**src/rtl/cap_pkg.sv**
```systemverilog
package cap_pkg;

    typedef enum logic [1:0] {
        MODE_X1  = 2'd0,
        MODE_X2  = 2'd1,
        MODE_X4  = 2'd2,
        MODE_ALT = 2'd3
    } rate_mode_e;

    localparam int RATIO_MAX  = 100;
    localparam int POST_SCALE = 255;

    // Post-trigger cluster budget derived from the percentage input.
    function automatic logic [7:0] post_len_of(input logic [6:0] pct);
        int unsigned r;
        int unsigned p;
        r = (int'(pct) > RATIO_MAX) ? RATIO_MAX : int'(pct);
        p = (r * POST_SCALE) / RATIO_MAX;
        return p[7:0];
    endfunction

    // Number of readback bytes per latched position.
    function automatic int pos_bytes(input int pos_w);
        return (pos_w + 7) / 8;
    endfunction

endpackage

```
**src/rtl/cap_interleave.sv**
```systemverilog
module cap_interleave
    import cap_pkg::*;
#(
    parameter int CH = 16
) (
    input  rate_mode_e       mode,
    input  logic [CH-1:0]    bus,
    output logic [CH-1:0]    word
);
    localparam int C2 = CH / 2;
    localparam int C4 = CH / 4;

    logic [CH-1:0] w2;
    logic [CH-1:0] w4;

    // Two sub-samples per event: bus is time-major, word is channel-major.
    for (genvar l = 0; l < C2; l++) begin : g_x2_ch
        for (genvar k = 0; k < 2; k++) begin : g_x2_sub
            assign w2[l*2+k] = bus[k*C2+l];
        end
    end

    // Four sub-samples per event.
    for (genvar l = 0; l < C4; l++) begin : g_x4_ch
        for (genvar k = 0; k < 4; k++) begin : g_x4_sub
            assign w4[l*4+k] = bus[k*C4+l];
        end
    end

    always_comb begin
        case (mode)
            MODE_X2: word = w2;
            MODE_X4: word = w4;
            default: word = bus;
        endcase
    end

endmodule

```
**src/rtl/cap_cluster.sv**
```systemverilog
module cap_cluster #(
    parameter int CH     = 16,
    parameter int EV     = 7,
    parameter int TS_W   = 16,
    parameter int POS_W  = 24,
    parameter int SLOT_W = 3
) (
    input  logic                   clk,
    input  logic                   rst,
    input  logic                   clr,
    input  logic                   rec,
    input  logic                   ev_tick,
    input  logic [CH-1:0]          ev_word,
    output logic [SLOT_W-1:0]      slot,
    output logic                   emit_now,
    output logic [POS_W-1:0]       wr_pos,
    output logic                   cl_valid,
    output logic [TS_W+EV*CH-1:0]  cl_data,
    output logic [POS_W-1:0]       cl_pos
);
    localparam int LAST = EV - 1;
    localparam int WPC  = EV + 1;
    localparam int CL_W = TS_W + EV * CH;

    typedef struct packed {
        logic [EV-1:0][CH-1:0] ev;
        logic [TS_W-1:0]       ts;
    } cluster_t;

    logic [TS_W-1:0]          tcount;
    logic [TS_W-1:0]          ts_hold;
    logic [LAST-1:0][CH-1:0]  evbuf;
    logic [TS_W-1:0]          ts_now;
    cluster_t                 asm_cl;

    assign emit_now = rec && (slot == SLOT_W'(LAST));
    assign ts_now   = (slot == '0) ? tcount : ts_hold;

    always_comb begin
        asm_cl.ts = ts_now;
        for (int j = 0; j < EV; j++) begin
            if (j == LAST) asm_cl.ev[j] = ev_word;
            else           asm_cl.ev[j] = evbuf[j];
        end
    end

    // Free-running event-period counter.
    always_ff @(posedge clk) begin
        if (rst)          tcount <= '0;
        else if (ev_tick) tcount <= tcount + 1'b1;
    end

    always_ff @(posedge clk) begin
        if (rst) begin
            slot     <= '0;
            wr_pos   <= '0;
            ts_hold  <= '0;
            evbuf    <= '0;
            cl_valid <= 1'b0;
            cl_data  <= '0;
            cl_pos   <= '0;
        end else if (clr) begin
            slot     <= '0;
            wr_pos   <= '0;
            cl_valid <= 1'b0;
        end else begin
            cl_valid <= emit_now;
            if (rec) begin
                if (slot == '0) ts_hold <= tcount;
                if (emit_now) begin
                    cl_data <= CL_W'(asm_cl);
                    cl_pos  <= wr_pos;
                    wr_pos  <= wr_pos + POS_W'(WPC);
                    slot    <= '0;
                end else begin
                    evbuf[slot] <= ev_word;
                    slot        <= slot + 1'b1;
                end
            end
        end
    end

endmodule

```
**src/rtl/cap_marks.sv**
```systemverilog
module cap_marks
    import cap_pkg::*;
#(
    parameter int EV     = 7,
    parameter int POS_W  = 24,
    parameter int SLOT_W = 3
) (
    input  logic              clk,
    input  logic              rst,
    input  logic              start,
    input  logic              stop,
    input  logic              trig,
    input  logic [6:0]        ratio,
    input  logic              emit_now,
    input  logic [SLOT_W-1:0] slot,
    input  logic [POS_W-1:0]  wr_pos,
    input  logic [2:0]        rd_sel,
    output logic              active,
    output logic              fired,
    output logic [7:0]        rd_data
);
    localparam int WPC = EV + 1;
    localparam int NB  = pos_bytes(POS_W);
    localparam int PW  = NB * 8;

    logic [POS_W-1:0] trig_pos;
    logic [POS_W-1:0] stop_pos;
    logic [7:0]       post_len;
    logic [7:0]       post_cnt;
    logic             auto_stop;
    logic [PW-1:0]    trig_ext;
    logic [PW-1:0]    stop_ext;

    assign auto_stop = active && fired && (post_cnt == post_len);

    always_ff @(posedge clk) begin
        if (rst) begin
            active   <= 1'b0;
            fired    <= 1'b0;
            trig_pos <= '0;
            stop_pos <= '0;
            post_len <= '0;
            post_cnt <= '0;
        end else if (start) begin
            active   <= 1'b1;
            fired    <= 1'b0;
            trig_pos <= '0;
            stop_pos <= '0;
            post_cnt <= '0;
            post_len <= post_len_of(ratio);
        end else begin
            if (active && trig && !fired) begin
                fired    <= 1'b1;
                trig_pos <= wr_pos + POS_W'(1) + POS_W'(slot);
            end
            if (fired && emit_now && post_cnt != 8'hFF)
                post_cnt <= post_cnt + 1'b1;
            if (active && (stop || auto_stop)) begin
                active   <= 1'b0;
                stop_pos <= wr_pos + (emit_now ? POS_W'(WPC) : '0);
            end
        end
    end

    assign trig_ext = PW'(trig_pos);
    assign stop_ext = PW'(stop_pos);

    always_comb begin
        rd_data = 8'h00;
        for (int b = 0; b < 3; b++) begin
            if (b < NB) begin
                if (rd_sel == 3'(b))     rd_data = trig_ext[b*8 +: 8];
                if (rd_sel == 3'(b + 3)) rd_data = stop_ext[b*8 +: 8];
            end
        end
    end

endmodule

```
**src/rtl/cap_packer.sv**
```systemverilog
module cap_packer
    import cap_pkg::*;
#(
    parameter int CH    = 16,
    parameter int EV    = 7,
    parameter int TS_W  = 16,
    parameter int POS_W = 24
) (
    input  logic                   clk,
    input  logic                   rst,
    input  logic                   start,
    input  logic                   stop,
    input  logic [1:0]             mode,
    input  logic [6:0]             ratio,
    input  logic                   ev_tick,
    input  logic [CH-1:0]          smp_bus,
    input  logic                   trig,
    input  logic [2:0]             rd_sel,
    output logic [7:0]             rd_data,
    output logic                   trig_fired,
    output logic                   capturing,
    output logic                   cl_valid,
    output logic [TS_W+EV*CH-1:0]  cl_data,
    output logic [POS_W-1:0]       cl_pos
);
    localparam int SLOT_W = (EV > 1) ? $clog2(EV) : 1;

    logic [CH-1:0]     ev_word;
    logic [SLOT_W-1:0] slot;
    logic              emit_now;
    logic [POS_W-1:0]  wr_pos;
    logic              rec;

    assign rec = capturing && ev_tick && !start;

    cap_interleave #(.CH(CH)) u_ilv (
        .mode (rate_mode_e'(mode)),
        .bus  (smp_bus),
        .word (ev_word)
    );

    cap_cluster #(
        .CH(CH), .EV(EV), .TS_W(TS_W), .POS_W(POS_W), .SLOT_W(SLOT_W)
    ) u_cl (
        .clk      (clk),
        .rst      (rst),
        .clr      (start),
        .rec      (rec),
        .ev_tick  (ev_tick),
        .ev_word  (ev_word),
        .slot     (slot),
        .emit_now (emit_now),
        .wr_pos   (wr_pos),
        .cl_valid (cl_valid),
        .cl_data  (cl_data),
        .cl_pos   (cl_pos)
    );

    cap_marks #(
        .EV(EV), .POS_W(POS_W), .SLOT_W(SLOT_W)
    ) u_mk (
        .clk      (clk),
        .rst      (rst),
        .start    (start),
        .stop     (stop),
        .trig     (trig),
        .ratio    (ratio),
        .emit_now (emit_now),
        .slot     (slot),
        .wr_pos   (wr_pos),
        .rd_sel   (rd_sel),
        .active   (capturing),
        .fired    (trig_fired),
        .rd_data  (rd_data)
    );

endmodule

```
**config.mk**
```make
export PLATFORM = sky130hd
export DESIGN_NAME = cap_packer
export DESIGN_NICKNAME = d
export VERILOG_FILES = /design/src/rtl/cap_pkg.sv /design/src/rtl/cap_interleave.sv /design/src/rtl/cap_cluster.sv /design/src/rtl/cap_marks.sv /design/src/rtl/cap_packer.sv
export SDC_FILE = /design/constraint.sdc
export NUM_CORES = 1
export LEC_CHECK = 0
export ABC_CLOCK_PERIOD_IN_PS = 14300
export BUFFER_PORTS_ARGS = -buffer_cell sky130_fd_sc_hd__buf_4
export CAP_MARGIN = 0
export CELL_PAD_IN_SITES_DETAIL_PLACEMENT = 0
export CELL_PAD_IN_SITES_GLOBAL_PLACEMENT = 2
export CORE_ASPECT_RATIO = 1.4
export CORE_UTILIZATION = 35
export CTS_CLUSTER_SIZE = 25
export DETAILED_ROUTE_END_ITERATION = 10
export GPL_ROUTABILITY_DRIVEN = 1
export PLACE_DENSITY_LB_ADDON = 0.1
export SYNTH_ARGS = -nofsm -noshare
export SYNTH_HDL_FRONTEND = slang
export SYNTH_SLANG_ARGS = --single-unit
export TNS_END_PERCENT = 10
```
**constraint.sdc**
```tcl
create_clock -name clk -period 14.3 [get_ports clk]
set_input_delay 2.145 -clock clk [delete_from_list [all_inputs] [get_ports clk]]
set_output_delay 2.145 -clock clk [all_outputs]
set_load 0.02 [all_outputs]
```
---- Yosys cells after proc, flatten, opt, wreduce, memory -nomap -nowiden ----
Cells that the tools add are included.
operators by class
  $add $sub $neg .......................... 7
  multipliers ............................. 1
  divide/modulo/power cells ............... 1
  order comparisons ....................... 3
  equal/unequal tests ..................... 10
  multiplexer cells ....................... 16
  bitwise operators ....................... 2
  reductions and logical operators ........ 22
operator list
  kind                     count
  $bwmux W96               1
  $demux W16 S3            1
  $mux W8                  6
  $div A32 B7 Y32 const B  1
  $mul A32 B8 Y32 const B  1
  $mux W16                 2
  $pmux W15 S2             1
  $add A24 B1 Y24 const B  1
  $add A24 B24 Y24         1
  $add A24 B3 Y24          1
  $add A24 B4 Y24 const B  1
  $add A16 B1 Y16 const B  1
  $logic_and A1 B1 Y1      11
  $eq A3 B3 Y1 const B     3
  $add A8 B1 Y8 const B    1
  $eq A8 B8 Y1             1
  $ne A8 B8 Y1 const B     1
  $gt A7 B7 Y1 const B     1
  $mux W7                  1
  $eq A3 B2 Y1 const B     2
  $logic_not A3 Y1         2
  $reduce_and A3 Y1        2
  $lt A3 B4 Y1 const B     1
  $mux W4                  1
  13 further kinds         17
word-level totals
  bits in registers ....................... 374
  input port bits ......................... 34
  output and inout port bits .............. 163
  word-level logic and storage cells ...... 81

---- Depth between registers and ports, before layout ----
Gate-level depths: netlist of run 1.
  depth in word-level cells ............... 7
  mapped depth ............................ 41
  mapped depth without buffers ............ 37

---- Hierarchy ----
A second synthesis of run 1 with hierarchy kept.
second synthesis, totals
  cell total of the unflattened synthesis .. 2250
  area, all modules ....................... 18268.8 µm²
by module, submodules not included
  module          times used  cells an instance  area an instance (µm²)  sequential area each (µm²)
  cap_cluster     1           1320               10844.2                 6045.8
  cap_marks       1           879                7115.6                  1321.3
  cap_interleave  1           50                 300.3                   0.0
  cap_packer      1           1                  8.8                     0.0

---- Least setup slack after synthesis of run 1 ----
No wires, ideal clock.
  path type ............................... input -> register
  start point ............................. in ratio[0]
  end point ............................... reg u_mk.post_len[0]
  setup time .............................. 0.125 ns
  arrival ................................. 11.366 ns
  data required time ...................... 14.175 ns
  slack ................................... 2.809 ns
  stages .................................. 38
  buffers on the path ..................... 2
  cell sequence ........................... o21ai_0 a21oi_1 nand2b_1 fa_1 inv_1 fa_1 inv_1 fa_1 fa_1 inv_1 ha_1 buf_6 a21o_1 a211o_1 or3_1 a211o_1 nor2_4 nand3_4 [... 2 more ...] mux2i_1 o211ai_1 a211oi_2 o21a_1 mux2i_1 a21o_1 buf_6 mux2i_1 a311o_1 o22ai_4 nor3_1 or3_1 and2_4 or3_1 o21ai_0 or2b_1 o21ai_0 o41a_1
on the way
  longest elaborated chain between the ends .. 4
ends and longest elaborated chain
  item                  RTL line          source
  start, declared       cap_packer.sv:14  input logic [6:0] ratio,
  $gt A7 B7 Y1          cap_pkg.sv:17     r = (int'(pct) > RATIO_MAX) ? RATIO_MAX : int'(pct);
  $mux W7 *             cap_pkg.sv:17
  $mul A32 B8 Y32 *     cap_pkg.sv:18     p = (r * POST_SCALE) / RATIO_MAX;
  $div A32 B7 Y32 *     cap_pkg.sv:18
  end signal, assigned  cap_marks.sv:50   post_len <= post_len_of(ratio);
  end, declared         cap_marks.sv:28   logic [7:0] post_len;
Every way passes the cells marked *; elsewhere a longest branch is shown, timed or not.
A chain may end at the register's enable or synchronous reset.

---- Worst setup path after layout of run 1 ----
Same ends and word-level chain as after synthesis.

==> qor.csv, run 1 <==
metric,value,unit
status,finished clean,
Finished Layout Cells,3078,
critical path's most frequent cell,fa_1,
"top cells by area, synth","dfxtp_1 40%, nand2_1 8.2%, a21oi_1 8.1%",
Core Region,0.0511,sq mm
CP max-delay cell,o221ai_1,
gr usage total,0.210,
Post-CTS Setup Bufs,0,
"Primary FF master, synth",dfxtp_1,
Fin. Hold Viols,0,
Post-synth ARST share,0,
clk_skew,0.0211,ns
wire per inst,18.2,um
Layout area overhead,17.2,%
Final Setup Violations,0,
"flops & latches, synth",365,
reported max-cap violation count,0,
measured slew at the worst slew-check pin,1.16,ns
die height,271,um
most frequent cells in the layout,"397 x nand2_1, 383 x nor2_1, 365 x dfxtp_1",
die area,0.0528,sq mm
mapped cell area,0.0181,sq mm
post-synthesis cell type count,97,
die width,194,um
initial antenna violation count,0,
CP max FO,12,
Top Ports,197,
Post-DP HPWL,39.5,mm
CTS buffer count,39,
number of detailed-routing iterations run before antenna repair,5,
Synth Instances,2301,
"most common cell after layout, fill and taps aside",nand2_1,
CTS tree,done,
CTS H-tree lvls,2,
Final min period,12.68,ns
DR iter-0 viols,696,
"Slew Viols, Final",0,
Buffers on Ports,193,
Starting Density,0.355,
"EDFF count, synth",0,
grt ovf,0,
Worst-Skew Late Latency,0.58,ns
CTS max path bufs,3,
RSZ-0062 raised after global routing,no,
Root Buffer,clkbuf_16,
worst setup path class,in -> reg,
CP Capture Type,flop,
register area share after synthesis,0.403,
Achievable Freq,0.0789,GHz
"Arr. time, crit path",13.13,ns
vias in the first global route,15300,
routed vias/inst,5.17,
Hold Path Class,reg -> reg,
Syn Area/Cell,7.88,sq um
post_cts resized,0,
Slew headroom,0.224,
first-pass GRT wire length,87.8,mm
Final #Nets,2505,
CP Launch Type,input port,
Final period util,0.887,
Final ANT Viol Nets,0,
layout cells sized above 1,0.141,
Worst-path clk slew,0.06,ns
CTS Sinks,365,
# hold bufs at CTS,0,
final WL,56.0,mm
Synth top area share,0.403,
Crit path required time,14.75,ns
vias post-DR,15900,
row cnt,98,
Placer Congestion,0.841,
antenna cells,0,
largest net degree at the start of global routing,83,
post-synth top area cell,dfxtp_1,
total negative slack,0,ns
drt drc,0,
CP peak stage delay,0.80,ns
Syn. warnings,0,
Placed Cells,3014,
-- Yosys cell counts (13+ instances only) --
master / number
a211oi_1: 55
dfxtp_1: 365
clkbuf_1: 133
xnor2_1: 45
a31oi_1: 14
inv_1: 49
nand4_1: 21
and3_1: 16
nand2_1: 397
o21ai_0: 39
mux2i_1: 33
a21oi_1: 295
nor2_1: 384
xor2_1: 61
nor3_1: 22
a22oi_1: 20
ha_1: 49
buf_1: 13
fa_1: 17
nand3_1: 38
-- critical path, delay by kind of cell --
| kind | cells | cell delay (ns) |
|---|---|---|
| AOI/OAI and AO/OA | 17 | 5.17 |
| adders and majority gates | 5 | 2.57 |
| buffers and inverters | 4 | 0.33 |
| muxes | 3 | 1.06 |
| and+or+nand+nor | 7 | 1.82 |
-- final cells by class --
cell class | count | area [sq um]
Timing Repair Buffer | 220 | 1660
Fill cell | 5347 | 29900
Sequential cell | 365 | 7310
Clock inverter | 13 | 165
Clock buffer | 51 | 1070
Inverter | 50 | 190
Tap cell | 650 | 813
Multi-Input combinational cell | 1729 | 10000
-- worst paths after layout --
check	startpoint	end	slack (ns)	depth (start not counted)
max	ratio[0]	u_mk.post_len[0]	1.62	36
min	u_cl.asm_cl[102]	u_cl.cl_data[102]	0.44	2
max reg2reg	u_mk.active	u_cl.cl_data[40]	10.71	7
min reg2reg	u_cl.asm_cl[102]	u_cl.cl_data[102]	0.44	2
-- layer usage --
layer	share of wire	wire [um]	track usage
met1	0.43	23800	0.248
met2	0.50	28200	0.381
met3	0.043	2420	0.0412
met4	0.028	1580	0.0660
met5	0	0	0
-- cells by family after synthesis --
| group | Yosys count | share of synthesized area |
|---|---|---|
| AND/OR/NAND/NOR | 950 | 0.218 |
| AO/OA/AOI/OAI | 552 | 0.194 |
| flip-flops | 365 | 0.403 |
| buffers and inverters | 209 | 0.0456 |
| XOR/XNOR | 112 | 0.0578 |
| adder cells (fa/ha/maj) | 70 | 0.0548 |
| multiplexers | 42 | 0.0263 |
| other | 1 | 0.000207 |
-- state kept, by name, indices dropped and copies added, names as in the netlist --
name,cells
u_mk.post_len,8
u_cl.cl_pos,21
u_mk.trig_ext,24
u_cl.wr_pos,21
u_cl.cl_data,128
u_mk.active,1
u_mk.fired,1
u_cl.asm_cl,96
u_cl.ts_hold,16
u_cl.slot,3
u_cl.tcount,16
u_mk.post_cnt,8
u_mk.stop_ext,21
u_cl.cl_valid,1
-- per-stage QoR --
step	setup WS, ns	util	hold WS, ns	area, sq um
finish	1.62	0.416	0.439	21300
global route	0.853	0.416	0.460	21300
CTS	1.69	0.416	0.445	21300
detailed placement	1.08	0.391	0.445	20000
global placement	1.41	0.391	0.437	20000
floorplan	2.81	-	0.432	18100
Power of run 1 is left out: the tool's default activity adds up to more than one toggle a clock period on the data nets, which glitch-free logic cannot reach.
==> run 2: changes to the inputs <==
--- a/config.mk
+++ b/config.mk
@@ -15,6 +15,7 @@
 export CTS_CLUSTER_SIZE = 25
 export DETAILED_ROUTE_END_ITERATION = 10
 export GPL_ROUTABILITY_DRIVEN = 1
+export GPL_TIMING_DRIVEN = 0
 export PLACE_DENSITY_LB_ADDON = 0.1
 export SYNTH_ARGS = -nofsm -noshare
 export SYNTH_HDL_FRONTEND = slang
==> qor.csv, run 2 (same netlist as run 1, synthesis figures left out) <==
metric,value,unit
CTS tree,done,
Layout area overhead,19.8,%
Final #Nets,2641,
Post-CTS Setup Bufs,0,
Worst Hold Launch,u_cl.cl_data[69],
CTS buffer count,40,
wire per inst,18.9,um
CTS Sinks,365,
# hold bufs at CTS,0,
Worst-Skew Late Latency,0.57,ns
Placer Congestion,0.895,
largest net degree at the start of global routing,13,
CP top delay family,compound AO/OA/AOI/OAI gates,
"Arr. time, crit path",12.83,ns
Core Region,0.0511,sq mm
Achievable Freq,0.0807,GHz
Slew headroom,0.0337,
worst setup path class,in -> reg,
Buffers on Ports,191,
CTS max path bufs,3,
clk_skew,0.0311,ns
Final period util,0.866,
Fin. Hold Viols,0,
CP Capture Type,flop,
layout cells sized above 1,0.129,
Hold Path Class,reg -> reg,
Starting Density,0.355,
CP max FO,8,
Final Setup Violations,0,
CP Launch Type,input port,
DR iter-0 viols,975,
Post-DP HPWL,46.4,mm
Fillers,5311,
crit path launch,ratio[0],
status,finished clean,
FF-to-FF Start,u_cl.slot[0],
Top Ports,197,
post_cts resized,0,
die width,194,um
drt drc,0,
Final min period,12.39,ns
total negative slack,0,ns
vias in the first global route,16200,
Worst-path clk slew,0.06,ns
RSZ-0062 raised after global routing,no,
Final ANT Viol Nets,0,
"Slew Viols, Final",0,
Crit path required time,14.74,ns
Reg with most FFs,u_cl.cl_data,
CP peak stage delay,0.82,ns
die area,0.0528,sq mm
WP buf/inv,6,
die height,271,um
vias post-DR,16700,
routed vias/inst,5.19,
grt ovf,0,
number of detailed-routing iterations run before antenna repair,5,
max reg flops,128,
reported max-cap violation count,0,
final WL,60.8,mm
gr usage total,0.228,
antenna cells,0,
"most common cell after layout, fill and taps aside",nand2_1,
initial antenna violation count,0,
row cnt,98,
Util after Layout,0.425,
first-pass GRT wire length,93.7,mm
Root Buffer,clkbuf_16,
measured slew at the worst slew-check pin,1.45,ns
CP max-delay cell,o31ai_1,
CTS H-tree lvls,2,
most frequent cells in the layout,"397 x nand2_1, 384 x nor2_1, 365 x dfxtp_1",
## run 2: layout make-up
| type | instances | area [sq um] | share of cell area |
|---|---|---|---|
| repair buffers | 196 | 1480 | 0.0680 |
| clock buffers | 57 | 1180 | 0.0545 |
| well taps | 650 | 813 | 0.0374 |
| clock inverters | 11 | 109 | 0.00501 |
| flip-flops and latches | 365 | 7310 | 0.336 |
| multi-input cells | 1729 | 10000 | 0.461 |
| plain buffers | 159 | 639 | 0.0294 |
| inverters | 50 | 188 | 0.00863 |
## run 2: worst register-to-register path: cells and delay by family, from the launching register on
kind,cells,cell delay (ns)
AND/OR/NAND/NOR,4,1.17
adder cells (fa/ha/maj),3,0.98
flip-flops,1,0.31
XOR/XNOR,1,0.19
AO/OA/AOI/OAI,1,0.23
buffers and inverters,5,1.98
## run 2: metal layers
layer,GRT usage,vias up,wire length (um)
met1,0.267,7847,25000
li1,-,8320,-
met4,0.0781,0,1890
met2,0.413,422,30800
met3,0.0422,93,3090
met5,0,-,0
## run 2: path summary, 6_finish.rpt
path / cells past startpoint / slack, ns / end
max: 38 / 1.91 / u_mk.post_len[0]
min: 2 / 0.45 / u_cl.cl_data[69]
max reg2reg: 14 / 9.37 / u_mk.stop_ext[21]
min reg2reg: 2 / 0.45 / u_cl.cl_data[69]
## run 2: per-stage QoR
stage               hold WS (ns)  cells  instance area (sq um)  worst slack, ns
detailed placement         0.446   3148                  20400             1.39
floorplan                  0.432   2303                  18100             2.81
global placement           0.438   3144                  20400             1.36
finish                     0.452   3217                  21700             1.91
global route               0.464   3217                  21700             1.14
CTS                        0.454   3216                  21700             1.94
Power of run 2 is left out for the same reason.
==> run 3: changes to the inputs <==
--- a/config.mk
+++ b/config.mk
@@ -11,12 +11,14 @@
 export CELL_PAD_IN_SITES_DETAIL_PLACEMENT = 0
 export CELL_PAD_IN_SITES_GLOBAL_PLACEMENT = 2
 export CORE_ASPECT_RATIO = 1.4
+export CORE_MARGIN = 1.5
 export CORE_UTILIZATION = 35
 export CTS_CLUSTER_SIZE = 25
 export DETAILED_ROUTE_END_ITERATION = 10
 export GPL_ROUTABILITY_DRIVEN = 1
 export GPL_TIMING_DRIVEN = 0
 export PLACE_DENSITY_LB_ADDON = 0.1
+export REMOVE_ABC_BUFFERS = 1
 export SYNTH_ARGS = -nofsm -noshare
 export SYNTH_HDL_FRONTEND = slang
 export SYNTH_SLANG_ARGS = --single-unit
==> qor.csv, run 3 (same netlist as run 1, synthesis figures left out) <==
metric,value,unit
CP peak stage delay,0.88,ns
max reg flops,128,
worst setup path class,in -> reg,
Worst-path clk slew,0.06,ns
Starting Density,0.355,
Hold WS,0.443,ns
CTS Sinks,365,
CTS buffer count,40,
Slew headroom,0.191,
antenna cells,0,
final WL,52.5,mm
Post-Place Cell Area,0.0201,sq mm
worst reg2reg path depth,13,
drt drc,0,
vias post-DR,15800,
CTS H-tree lvls,2,
initial antenna violation count,1,
slack of the worst reg-to-reg path,9.58,ns
Core Region,0.0511,sq mm
worst r2r dst,u_mk.stop_ext[21],
vias in the first global route,15100,
Final Setup Violations,0,
CP Depth,37,
Worst Hold Endpoint,u_cl.cl_data[100],
CP max-delay cell,o221ai_1,
Buffers on Ports,193,
gr usage total,0.195,
wire per inst,17.1,um
# hold bufs at CTS,0,
die width,195,um
Placer Congestion,0.799,
Final #Nets,2488,
Top Ports,197,
CP max FO,12,
die area,0.0532,sq mm
Worst Hold Launch,u_cl.asm_cl[100],
WHS Path Cells,2,
Util after Layout,0.420,
row cnt,98,
Final min period,12.90,ns
Final period util,0.902,
status,finished clean,
Crit path required time,14.73,ns
Final Cell Area,0.0215,sq mm
number of detailed-routing iterations run before antenna repair,5,
most frequent cells in the layout,"397 x nand2_1, 383 x nor2_1, 365 x dfxtp_1",
Final ANT Viol Nets,0,
CP Capture Type,flop,
"most common cell after layout, fill and taps aside",nand2_1,
Layout area overhead,18.5,%
post_cts resized,0,
layout cells sized above 1,0.139,
Achievable Freq,0.0775,GHz
CTS max path bufs,3,
CTS tree,done,
routed vias/inst,5.14,
Post-DP HPWL,35.8,mm
Worst-Skew Late Latency,0.57,ns
clk_skew,0.0229,ns
DR iter-0 viols,783,
Hold Path Class,reg -> reg,
largest net degree at the start of global routing,148,
Fin. Hold Viols,0,
"Arr. time, crit path",13.33,ns
CP Launch Type,input port,
RSZ-0062 raised after global routing,no,
CP top delay family,compound AO/OA/AOI/OAI gates,
Reg with most FFs,u_cl.cl_data,
grt ovf,0,
first-pass GRT wire length,83.9,mm
WP buf/inv,4,
FF-to-FF Start,u_cl.slot[0],
die height,272,um
Post-CTS Setup Bufs,0,
reported max-cap violation count,0,
measured slew at the worst slew-check pin,1.20,ns
"Slew Viols, Final",0,
Root Buffer,clkbuf_16,
## run 3: layout make-up
type | count | area (sq um)
inverter | 50 | 193
sequential | 365 | 7310
multi-input combinational | 1729 | 10100
clock buffer | 64 | 1270
tap | 650 | 813
clock inverter | 9 | 156
fill | 5266 | 29600
timing repair buffer | 202 | 1670
## run 3: per-stage QoR
| stage | setup WS, ns | TNS (ns) | std cells |
|---|---|---|---|
| 2_1_floorplan | 2.52 | 0 | 2144 |
| 3_3_place_gp | -4.02 | -548.51 | 2987 |
| 3_5_place_dp | 0.819 | 0 | 2996 |
| 4_1_cts | 1.36 | 0 | 3069 |
| 5_1_grt | 0.536 | 0 | 3069 |
| 6_report | 1.40 | 0 | 3069 |
## run 3: routing by layer
metal | up-vias | routed length (um) | GRT usage
li1 | 8021 | - | -
met1 | 7454 | 23400 | 0.243
met3 | 56 | 2680 | 0.0448
met5 | - | 17 | 0
met4 | 2 | 881 | 0.0483
met2 | 250 | 25500 | 0.339
## run 3: worst reg2reg max path, stage by stage, from the launching register on
cell,delay [ns]
dfxtp_1,0.42
inv_1,0.21
ha_1,0.29
nand3_4,0.61
buf_16,0.48
inv_6,0.39
buf_16,0.40
ha_1,0.42
ha_1,0.44
nand2_1,0.20
nor2_1,0.28
nand3_1,0.13
xor2_1,0.16
a211oi_1,0.22
## run 3: worst max path at each step
stage | from | end | slack (ns)
2_1_floorplan | ratio[0] | u_mk.post_len[0] | 2.52
3_3_place_gp | start | u_mk.stop_ext[21] | -4.02
3_5_place_dp | ratio[0] | u_mk.post_len[0] | 0.82
4_1_cts | ratio[0] | u_mk.post_len[0] | 1.36
5_1_grt | ratio[5] | u_mk.post_len[0] | 0.54
6_report | ratio[0] | u_mk.post_len[0] | 1.40
Power of run 3 is left out for the same reason.
